### src/rtl/flash_guard_pkg.sv
package flash_guard_pkg;

  // Strobes from the control module into the datapath
  typedef struct packed {
    logic rangeWe;
    logic barWe;
  } dpStrobe_t;

  // Status register bit positions
  localparam int STAT_FLAG_BIT = 0;
  localparam int STAT_LOCK_BIT = 1;

  // Range slot field positions
  localparam int RNG_EN_BIT   = 31;
  localparam int RNG_BASE_LSB = 16;
  localparam int RNG_LIM_LSB  = 0;

endpackage

### src/rtl/flash_guard_range_cmp.sv
module flash_guard_range_cmp #(
  parameter int PAGE_W = 12
) (
  input  logic              slotEn,
  input  logic [PAGE_W-1:0] basePage,
  input  logic [PAGE_W-1:0] limitPage,
  input  logic [PAGE_W-1:0] reqPage,
  output logic              hit
);
  // Inclusive on both ends
  always_comb begin
    hit = slotEn && (reqPage >= basePage) && (reqPage <= limitPage);
  end
endmodule

### src/rtl/flash_guard_dp.sv
module flash_guard_dp
  import flash_guard_pkg::*;
#(
  parameter int NUM_RANGES = 4,
  parameter int ADDR_W     = 24,
  parameter int GRAN_BITS  = 12,
  parameter int SEL_W      = 3
) (
  input  logic              clk,
  input  logic              rstN,
  input  dpStrobe_t         strobe,
  input  logic [SEL_W-1:0]  cfgSel,
  input  logic [31:0]       cfgWdata,
  input  logic [ADDR_W-1:0] reqAddr,
  input  logic              reqWrite,
  input  logic              lockIn,
  input  logic              flagIn,
  output logic [31:0]       cfgRdata,
  output logic              rangeViol,
  output logic              barViol
);
  localparam int PAGE_W = ADDR_W - GRAN_BITS;
  localparam int TOP_W  = 32 - ADDR_W;

  logic              slotEn    [NUM_RANGES];
  logic [PAGE_W-1:0] slotBase  [NUM_RANGES];
  logic [PAGE_W-1:0] slotLimit [NUM_RANGES];
  logic [NUM_RANGES-1:0] slotHit;
  logic [ADDR_W-1:0] barReg;
  logic [PAGE_W-1:0] reqPage;

  assign reqPage = reqAddr[ADDR_W-1:GRAN_BITS];

  for (genvar g = 0; g < NUM_RANGES; g++) begin : gSlot
    always_ff @(posedge clk) begin
      if (!rstN) begin
        slotEn[g]    <= 1'b0;
        slotBase[g]  <= '0;
        slotLimit[g] <= '0;
      end else if (strobe.rangeWe && cfgSel == SEL_W'(g)) begin
        slotEn[g]    <= cfgWdata[RNG_EN_BIT];
        slotBase[g]  <= cfgWdata[RNG_BASE_LSB +: PAGE_W];
        slotLimit[g] <= cfgWdata[RNG_LIM_LSB +: PAGE_W];
      end
    end

    flash_guard_range_cmp #(.PAGE_W(PAGE_W)) u_cmp (
      .slotEn    (slotEn[g]),
      .basePage  (slotBase[g]),
      .limitPage (slotLimit[g]),
      .reqPage   (reqPage),
      .hit       (slotHit[g])
    );


    range_frozen_chk: assert property (@(posedge clk) disable iff (!rstN)
      $past(lockIn) |-> ($stable(slotEn[g]) && $stable(slotBase[g]) && $stable(slotLimit[g])));
  end

  always_ff @(posedge clk) begin
    if (!rstN) begin
      barReg <= '0;
    end else if (strobe.barWe) begin
      barReg <= cfgWdata[ADDR_W-1:0];
    end
  end

  always_comb begin
    rangeViol = reqWrite && (|slotHit);
    barViol   = reqAddr < barReg;
  end

  always_comb begin
    cfgRdata = '0;
    for (int i = 0; i < NUM_RANGES; i++) begin
      if (cfgSel == SEL_W'(i)) begin
        cfgRdata[RNG_EN_BIT]                = slotEn[i];
        cfgRdata[RNG_BASE_LSB +: PAGE_W]    = slotBase[i];
        cfgRdata[RNG_LIM_LSB +: PAGE_W]     = slotLimit[i];
      end
    end
    if (cfgSel == SEL_W'(NUM_RANGES)) begin
      cfgRdata = {{TOP_W{1'b1}}, barReg};
    end
    if (cfgSel == SEL_W'(NUM_RANGES + 1)) begin
      cfgRdata[STAT_FLAG_BIT] = flagIn;
      cfgRdata[STAT_LOCK_BIT] = lockIn;
    end
  end


  bar_frozen_chk: assert property (@(posedge clk) disable iff (!rstN)
    $past(lockIn) |-> $stable(barReg));

endmodule

### src/rtl/flash_guard_ctrl.sv
module flash_guard_ctrl
  import flash_guard_pkg::*;
#(
  parameter int NUM_RANGES = 4,
  parameter int SEL_W      = 3
) (
  input  logic             clk,
  input  logic             rstN,
  input  logic             cfgWe,
  input  logic [SEL_W-1:0] cfgSel,
  input  logic             clrBit,
  input  logic             lockBit,
  input  logic             reqGo,
  input  logic             rangeViol,
  input  logic             barViol,
  output dpStrobe_t        strobe,
  output logic             seqStart,
  output logic             blockedFlag,
  output logic             lockQ
);
  localparam logic [SEL_W-1:0] SEL_BAR  = SEL_W'(NUM_RANGES);
  localparam logic [SEL_W-1:0] SEL_STAT = SEL_W'(NUM_RANGES + 1);

  logic statWe;
  logic goViol;

  always_comb begin
    strobe.rangeWe = cfgWe && !lockQ && (cfgSel < SEL_BAR);
    strobe.barWe   = cfgWe && !lockQ && (cfgSel == SEL_BAR);
    statWe         = cfgWe && (cfgSel == SEL_STAT);
    goViol         = rangeViol || barViol;
  end

  always_ff @(posedge clk) begin
    if (!rstN) begin
      seqStart    <= 1'b0;
      blockedFlag <= 1'b0;
      lockQ       <= 1'b0;
    end else begin
      seqStart <= reqGo && !goViol;
      if (reqGo && goViol) begin
        blockedFlag <= 1'b1;
      end else if (statWe && clrBit) begin
        blockedFlag <= 1'b0;
      end
      if (statWe && lockBit) begin
        lockQ <= 1'b1;
      end
    end
  end


  start_after_go_chk: assert property (@(posedge clk) disable iff (!rstN)
    seqStart |-> $past(reqGo));


  start_blk_excl_chk: assert property (@(posedge clk) disable iff (!rstN)
    seqStart |-> !$rose(blockedFlag));


  flag_cause_chk: assert property (@(posedge clk) disable iff (!rstN)
    $rose(blockedFlag) |-> $past(reqGo));


  lock_sticky_chk: assert property (@(posedge clk) disable iff (!rstN)
    $past(lockQ) |-> lockQ);

endmodule

### src/rtl/flash_guard.sv
module flash_guard
  import flash_guard_pkg::*;
#(
  parameter int NUM_RANGES = 4,
  parameter int ADDR_W     = 24,
  parameter int GRAN_BITS  = 12,
  localparam int SEL_W     = $clog2(NUM_RANGES + 2)
) (
  input  logic              clk,
  input  logic              rstN,
  input  logic              cfgWe,
  input  logic [SEL_W-1:0]  cfgSel,
  input  logic [31:0]       cfgWdata,
  output logic [31:0]       cfgRdata,
  input  logic              reqGo,
  input  logic [ADDR_W-1:0] reqAddr,
  input  logic              reqWrite,
  output logic              seqStart,
  output logic              accessBlocked,
  output logic              cfgLocked
);
  dpStrobe_t strobe;
  logic rangeViol;
  logic barViol;

  flash_guard_ctrl #(.NUM_RANGES(NUM_RANGES), .SEL_W(SEL_W)) u_ctrl (
    .clk         (clk),
    .rstN        (rstN),
    .cfgWe       (cfgWe),
    .cfgSel      (cfgSel),
    .clrBit      (cfgWdata[STAT_FLAG_BIT]),
    .lockBit     (cfgWdata[STAT_LOCK_BIT]),
    .reqGo       (reqGo),
    .rangeViol   (rangeViol),
    .barViol     (barViol),
    .strobe      (strobe),
    .seqStart    (seqStart),
    .blockedFlag (accessBlocked),
    .lockQ       (cfgLocked)
  );

  flash_guard_dp #(
    .NUM_RANGES (NUM_RANGES),
    .ADDR_W     (ADDR_W),
    .GRAN_BITS  (GRAN_BITS),
    .SEL_W      (SEL_W)
  ) u_dp (
    .clk       (clk),
    .rstN      (rstN),
    .strobe    (strobe),
    .cfgSel    (cfgSel),
    .cfgWdata  (cfgWdata),
    .reqAddr   (reqAddr),
    .reqWrite  (reqWrite),
    .lockIn    (cfgLocked),
    .flagIn    (accessBlocked),
    .cfgRdata  (cfgRdata),
    .rangeViol (rangeViol),
    .barViol   (barViol)
  );
endmodule

### config.mk
export PLATFORM = sky130hd
export DESIGN_NAME = flash_guard
export DESIGN_NICKNAME = d
export VERILOG_FILES = /design/src/rtl/flash_guard_pkg.sv /design/src/rtl/flash_guard_range_cmp.sv /design/src/rtl/flash_guard_dp.sv /design/src/rtl/flash_guard_ctrl.sv /design/src/rtl/flash_guard.sv
export SDC_FILE = /design/constraint.sdc
export NUM_CORES = 1
export LEC_CHECK = 0
export BUFFER_PORTS_ARGS = -buffer_cell sky130_fd_sc_hd__buf_4
export CORE_MARGIN = 2
export CORE_UTILIZATION = 54
export CTS_CLUSTER_DIAMETER = 60
export DETAILED_ROUTE_END_ITERATION = 6
export GPL_TIMING_DRIVEN = 1
export MAX_ROUTING_LAYER = met4
export PLACE_DENSITY = 0.75
export SYNTH_ARGS = -nofsm -noshare
export SYNTH_HDL_FRONTEND = slang
export SYNTH_HIERARCHICAL = 1
export SYNTH_SLANG_ARGS = --single-unit
export TNS_END_PERCENT = 100
### constraint.sdc
create_clock -name clk -period 6.05 [get_ports clk]
set_input_delay 1.21 -clock clk [delete_from_list [all_inputs] [get_ports clk]]
set_output_delay 1.21 -clock clk [all_outputs]
set_load 0.01 [all_outputs]
==> flow_summary.yaml, run 1 <==
placement:
  port_buffers: 95
  gp_congestion: 0.939
  place_hpwl_mm: 16.8
  dp_cells: 1161
  place_ws_ns: 1.65
timing:
  fin_crit_sh_pct: 73.0
  rsz0062_at_grt: "false"
  relSlewSlack_pct: 22.7
  finalWorstPathRequiredPeriod_ns: 4.42
  timing_hold_violations_final: 0
  worst_pin_slew_ns: 1.16
  fin_setup_tns_ns: 0
  setup_viol: 0
  fin_ws_ns: 1.63
  final-max-slew-violation-count: 0
  fmax_mhz: 226
  clock_skew_ns: 0.00981
global_route:
  antenna_found_initial: 0
  grt_usage_pct: 29.1
  grt_pass1_wl_mm: 35.7
  overflow: 0
  grt_pass1_vias: 6631
  grt_max_degree: 50
setup_path:
  worstPathRequired_ns: 4.84
  crit_chain: "buf_4 -> nor2b_1 -> a22oi_1 -> o22ai_1 -> buf_4"
  crit_fanout: 46
  ff2ff_setup_slack_ns: 3.58
  crit_top_cell: "buf_4"
  crit_path_max_incr_delay_ns: 0.95
  worstPathArrival_ns: 3.21
  worstSetupStartpointType: "primary input"
  reg2reg_from: "u_ctrl/lockQ$_SDFFE_PN0P_"
  rr_worst_depth: 6
  critical_path.top_delay_family: "simple AND/OR/NAND/NOR gates"
  path_class: "primary input to primary output"
  reg2reg_to: "u_dp/slotBase[3][4]$_SDFFCE_PN0P_"
  path_buf_inv: 2
  endpoint_kind: "primary output"
  crit_slowest_cell: "nor2b_1"
synth:
  synth_area_leader_cell: "edfxtp_1"
  synth_flop_cell: "edfxtp_1"
  synth_area_sq_um: 8700
  seq_area_frac_synth_pct: 40.6
  synth_edf_count: 99
  async_reset_ff_share_pct: 0
  syn_nets: 1059
  synthTopCellsByArea: "edfxtp_1 (34%), ha_1 (17%), and2_1 (7.3%)"
  synth_commonest_cells: "inv_1 (142), ha_1 (119), and2_1 (101)"
  synth_top_area_share_pct: 34.2
  syn_inst: 876
  ys_types: 51
  syn_area_per_cell_sq_um: 9.93
  yosysMostFrequentCell: "inv_1"
  ys_seq_elements: 127
  yosys_warnings: 6
floorplanning:
  rows: 46
  die_y_microns: 131
  initial_core_util_pct: 55.0
  dieWidth_microns: 131
  core_area_sq_um: 15800
  die-area_sq_um: 17100
  io_pins: 99
cts:
  clk_latency_ns: 0.41
  cts_max_path_buffers: 2
  h-tree-depth: 4
  cts_setup_buffers: 0
  cts_tree: "built"
  cts_root_buffer: "clkbuf_16"
  clk_pin_slew_ns: 0.06
  cts_resized: 0
  clkSinkCount: 127
  numCtsBuffers: 17
  cts_hold_buf: 0
pwr:
  ir_worst_vdd_mv: 0.155
  total_leakage_power_nw: 4.46
  p_per_area_nw_per_um2: 243
  p_total_mw: 2.49
layout:
  layout.nets: 1147
  nFillCells: 1278
  fin_cells: 1193
  area_growth_pct: 17.9
  drive_above_1_share_pct: 17.4
  n_antenna_cell: 0
worst_hold_path:
  holdPathEnd: "u_dp/slotEn[2]$_DFF_P_"
  hold_path_depth: 2
  worst_hold_startpoint: "u_dp/slotEn[2]$_DFF_P_"
  hold_path_class: "flop to flop"
route:
  viasPerCell: 5.78
  routedWlPerCell_microns: 19.5
  remaining_drc_errors: 0
  wirelength_mm: 23.3
  drt_iter0_drc: 589
  firstDrtPassIters: 7
  vias: 6891
  ant_nets: 0
run_status:
  status: "finished, final reports clean"
flow_run:
  drv_cap: 0
==> cells in the final DEF, fill, tap and decap left out, types with 10 or more instances in the layout <==
master	netlist	final
a21oi_1	40	40
a22oi_1	28	28
and2_1	101	101
buf_4	3	101
clkbuf_16	0	19
dfxtp_1	28	28
edfxtp_1	99	99
ha_1	119	119
inv_1	142	142
mux2_2	14	14
mux2i_1	29	29
nand2_1	20	20
nand3_1	16	16
nand4_1	10	10
nor2_1	47	45
nor2b_1	11	11
nor3_1	11	11
o21ai_0	38	36
o22ai_1	21	21
==> metal layers <==
metal / share of wire, % / up-vias / GRT usage [%]
met4: 1.8 / 0 / 8.57
li1: - / 3272 / -
met3: 9.2 / 31 / 5.25
met2: 45 / 354 / 44.1
met1: 44 / 3234 / 40.1
met5: 0 / - / -
==> cells by family after synthesis <==
| kind of cell | synth area share, % |
|---|---|
| AO/OA/AOI/OAI | 11.8 |
| adder cells (fa/ha/maj) | 17.1 |
| buffers and inverters | 7.85 |
| flip-flops | 40.6 |
| multiplexers | 6.70 |
| AND/OR/NAND/NOR | 16.0 |
==> where the power goes <==
group / internal (mW) / total (mW) / switching (mW)
clock: 0.711 / 1.07 / 0.357
sequential: 0.988 / 1.02 / 0.0281
combinational: 0.169 / 0.405 / 0.236
==> how the worst max path moves through the flow <==
stage | startpoint | to | slack [ns] | depth (start not counted)
finish | cfgSel[2] | cfgRdata[8] | 1.63 | 5
global route | cfgSel[2] | cfgRdata[19] | 1.52 | 5
CTS | cfgSel[2] | cfgRdata[10] | 1.65 | 5
detailed placement | cfgSel[2] | cfgRdata[10] | 1.65 | 5
global placement | cfgSel[2] | cfgRdata[10] | 1.60 | 5
floorplan | cfgSel[0] | u_dp/slotBase[0][0]$_SDFFCE_PN0P_ | 1.89 | 4
==> sequential cells by signal, indices dropped and copies added, names as in the netlist <==
name                cells
u_ctrl/blockedFlag      1
u_dp/slotEn             4
u_dp/slotLimit         48
u_ctrl/seqStart         1
u_dp/slotBase          48
u_dp/barReg            24
u_ctrl/lockQ            1
==> through the flow <==
step	hold slack (ns)	cell area (sq um)	utilization [%]
after CTS	0.504	10300	64.8
after detailed placement	0.492	9630	60.8
after floorplan	0.460	8700	-
after global placement	0.477	9630	60.8
final	0.508	10300	64.8
after global routing	0.525	10300	64.8
==> worst min-delay path: cells and delay by family, from the launching register on <==
kind,cells,cell delay (ns)
flip-flops,1,0.31
AO/OA/AOI/OAI,1,0.08
buffers and inverters,1,0.07
==> final cells by class <==
cell class | instances | area [sq um] | area share [%]
Clock buffer | 28 | 559 | 5.45
Clock inverter | 4 | 70.1 | 0.683
Inverter | 143 | 537 | 5.23
Multi-Input combinational cell | 574 | 4530 | 44.2
Sequential cell | 127 | 3530 | 34.4
Tap cell | 216 | 270 | 2.63
Timing Repair Buffer | 101 | 758 | 7.39
(Power assumes the default switching activity.)
==> inputs of run 2 (changes only) <==
==> constraint.sdc (replaced) <==
create_clock -name clk -period 4.1 [get_ports clk]
set_input_delay 0.82 -clock clk [delete_from_list [all_inputs] [get_ports clk]]
set_output_delay 0.82 -clock clk [all_outputs]
set_load 0.01 [all_outputs]
==> run 2 against run 1 <==
- combinational power rose by 48%
- critical path depth rose by 1
- clock skew fell by 0.0053 ns
- via count rose by 1.1%
- non-clock buffer count rose by 8
- routed wire length rose by 1.1%
==> flow_summary.yaml, run 2 (synthesis results as in run 1) <==
run_status:
  status: "finished, final reports clean"
floorplanning:
  initial_core_util_pct: 55.0
  die_y_microns: 131
  core_area_sq_um: 15800
  rows: 46
  dieWidth_microns: 131
  die-area_sq_um: 17100
  io_pins: 99
cts:
  cts_resized: 0
  cts_root_buffer: "clkbuf_16"
  cts_tree: "built"
  clkSinkCount: 127
  cts_max_path_buffers: 2
  cts_setup_buffers: 0
  numCtsBuffers: 17
  cts_hold_buf: 0
  h-tree-depth: 4
  clk_pin_slew_ns: 0.06
  clk_latency_ns: 0.42
worst_hold_path:
  hold_path_class: "flop to flop"
pwr:
  total_leakage_power_nw: 4.47
  p_total_mw: 3.64
  switching_power_mw: 0.936
  clock_power_share_pct: 42.4
  switching_share_pct: 25.7
  p_seq_share_pct: 41.2
  ir_worst_vdd_mv: 0.240
  power.share.combinational_pct: 16.4
  p_per_area_nw_per_um2: 355
  internal-power_mw: 2.71
setup_path:
  crit_path_max_incr_delay_ns: 0.46
  crit_fanout: 32
  endpoint_kind: "primary output"
  crit_slowest_cell: "nor2_2"
  critical_path.top_delay_family: "buffers and inverters"
  worstPathRequired_ns: 3.28
  crit_top_cell: "buf_4"
  worstSetupStartpointType: "primary input"
  path_class: "primary input to primary output"
  path_buf_inv: 3
  crit_chain: "buf_4 -> nor2_2 -> buf_4 -> a22oi_1 -> o221ai_1 -> buf_4"
  worstPathArrival_ns: 2.49
timing:
  clock_skew_ns: 0.00453
  fmax_mhz: 302
  worst_pin_slew_ns: 0.508
  relSlewSlack_pct: 66.1
  fin_setup_tns_ns: 0
  finalWorstPathRequiredPeriod_ns: 3.31
  setup_viol: 0
  timing_hold_violations_final: 0
  fin_crit_sh_pct: 80.8
  rsz0062_at_grt: "false"
  final-max-slew-violation-count: 0
layout:
  nFillCells: 1267
  drive_above_1_share_pct: 18.0
  layout.nets: 1155
  layout_common_cells: "inv_1 (142), ha_1 (119), buf_4 (109)"
  area_growth_pct: 18.1
  reg_top3: "u_dp/slotBase x48, u_dp/slotLimit x48, u_dp/barReg x24"
  n_antenna_cell: 0
  fin_area_sq_um: 10300
  final_common_cell: "inv_1"
route:
  vias: 6966
  routedWlPerCell_microns: 19.7
  remaining_drc_errors: 0
  drt_iter0_drc: 616
  wirelength_mm: 23.6
  viasPerCell: 5.81
  ant_nets: 0
  firstDrtPassIters: 6
flow_run:
  drv_cap: 0
global_route:
  antenna_found_initial: 0
  overflow: 0
  grt_pass1_wl_mm: 35.8
  grt_max_degree: 47
  grt_pass1_vias: 6519
  grt_usage_pct: 29.3
placement:
  placed_area_sq_um: 9670
  gp_congestion: 0.913
  place_hpwl_mm: 17.0
  port_buffers: 95
-- run 2: cell count changes in the layout (fill, tap and decap cells not counted), sizes merged --
cell	delta
clkbuf	-11
buf	+8
clkinv	+5
clkinvlp	+3
bufinv	+2
-- run 2: power groups by stage --
stage	registers (mW)	logic [mW]	clock network (mW)
finish	1.50	0.599	1.55
global route	1.51	0.661	1.60
CTS	1.50	0.592	1.55
detailed placement	1.52	0.586	0
global placement	1.52	0.571	0
floorplan	1.51	0.345	0
-- run 2: path summary, 6_finish.rpt --
| kind | start | cells past startpoint | slack (ns) | to |
|---|---|---|---|---|
| max | cfgSel[1] | 6 | 0.79 | cfgRdata[0] |
| min | u_dp/barReg[13]$_SDFFE_PN0P_ | 2 | 0.52 | u_dp/barReg[13]$_SDFFE_PN0P_ |
| max reg2reg | u_dp/slotLimit[0][3]$_SDFFCE_PN0P_ | 10 | 1.68 | u_ctrl/blockedFlag$_SDFFE_PN0P_ |
| min reg2reg | u_dp/barReg[13]$_SDFFE_PN0P_ | 2 | 0.52 | u_dp/barReg[13]$_SDFFE_PN0P_ |
-- run 2: layout make-up --
type | instances | area (sq um) | share of cell area, %
sequential | 127 | 3530 | 34.4
multi-input combinational | 574 | 4510 | 43.9
clock buffer | 17 | 425 | 4.14
inverter | 143 | 537 | 5.23
tap | 216 | 270 | 2.63
timing repair buffer | 109 | 818 | 7.97
clock inverter | 14 | 174 | 1.69
-- run 2: per-layer routing --
layer / vias up / share of wire (%) / GRT usage (%)
met3: 41 / 9.4 / 5.50
met1: 3305 / 43 / 41.3
li1: 3279 / - / -
met2: 341 / 45 / 42.8
met4: 0 / 2.6 / 9.57
met5: - / 0 / -
-- run 2: worst register-to-register path: cells and delay by family (launching register included) --
family,cells,cell delay [ns]
buffers and inverters,1,0.06
DFF,1,0.35
adders and majority gates,1,0.31
AOI/OAI and AO/OA,6,1.32
and+or+nand+nor,2,0.25
-- run 2: per-stage QoR --
step / utilization [%] / instances / hold WS [ns] / setup slack, ns
after global routing: 64.9 / 1200 / 0.543 / 0.726
after floorplan: - / 876 / 0.460 / 0.326
after global placement: 61.1 / 1169 / 0.492 / 0.839
after CTS: 64.9 / 1200 / 0.524 / 0.839
final: 64.9 / 1200 / 0.521 / 0.789
after detailed placement: 61.1 / 1169 / 0.505 / 0.832
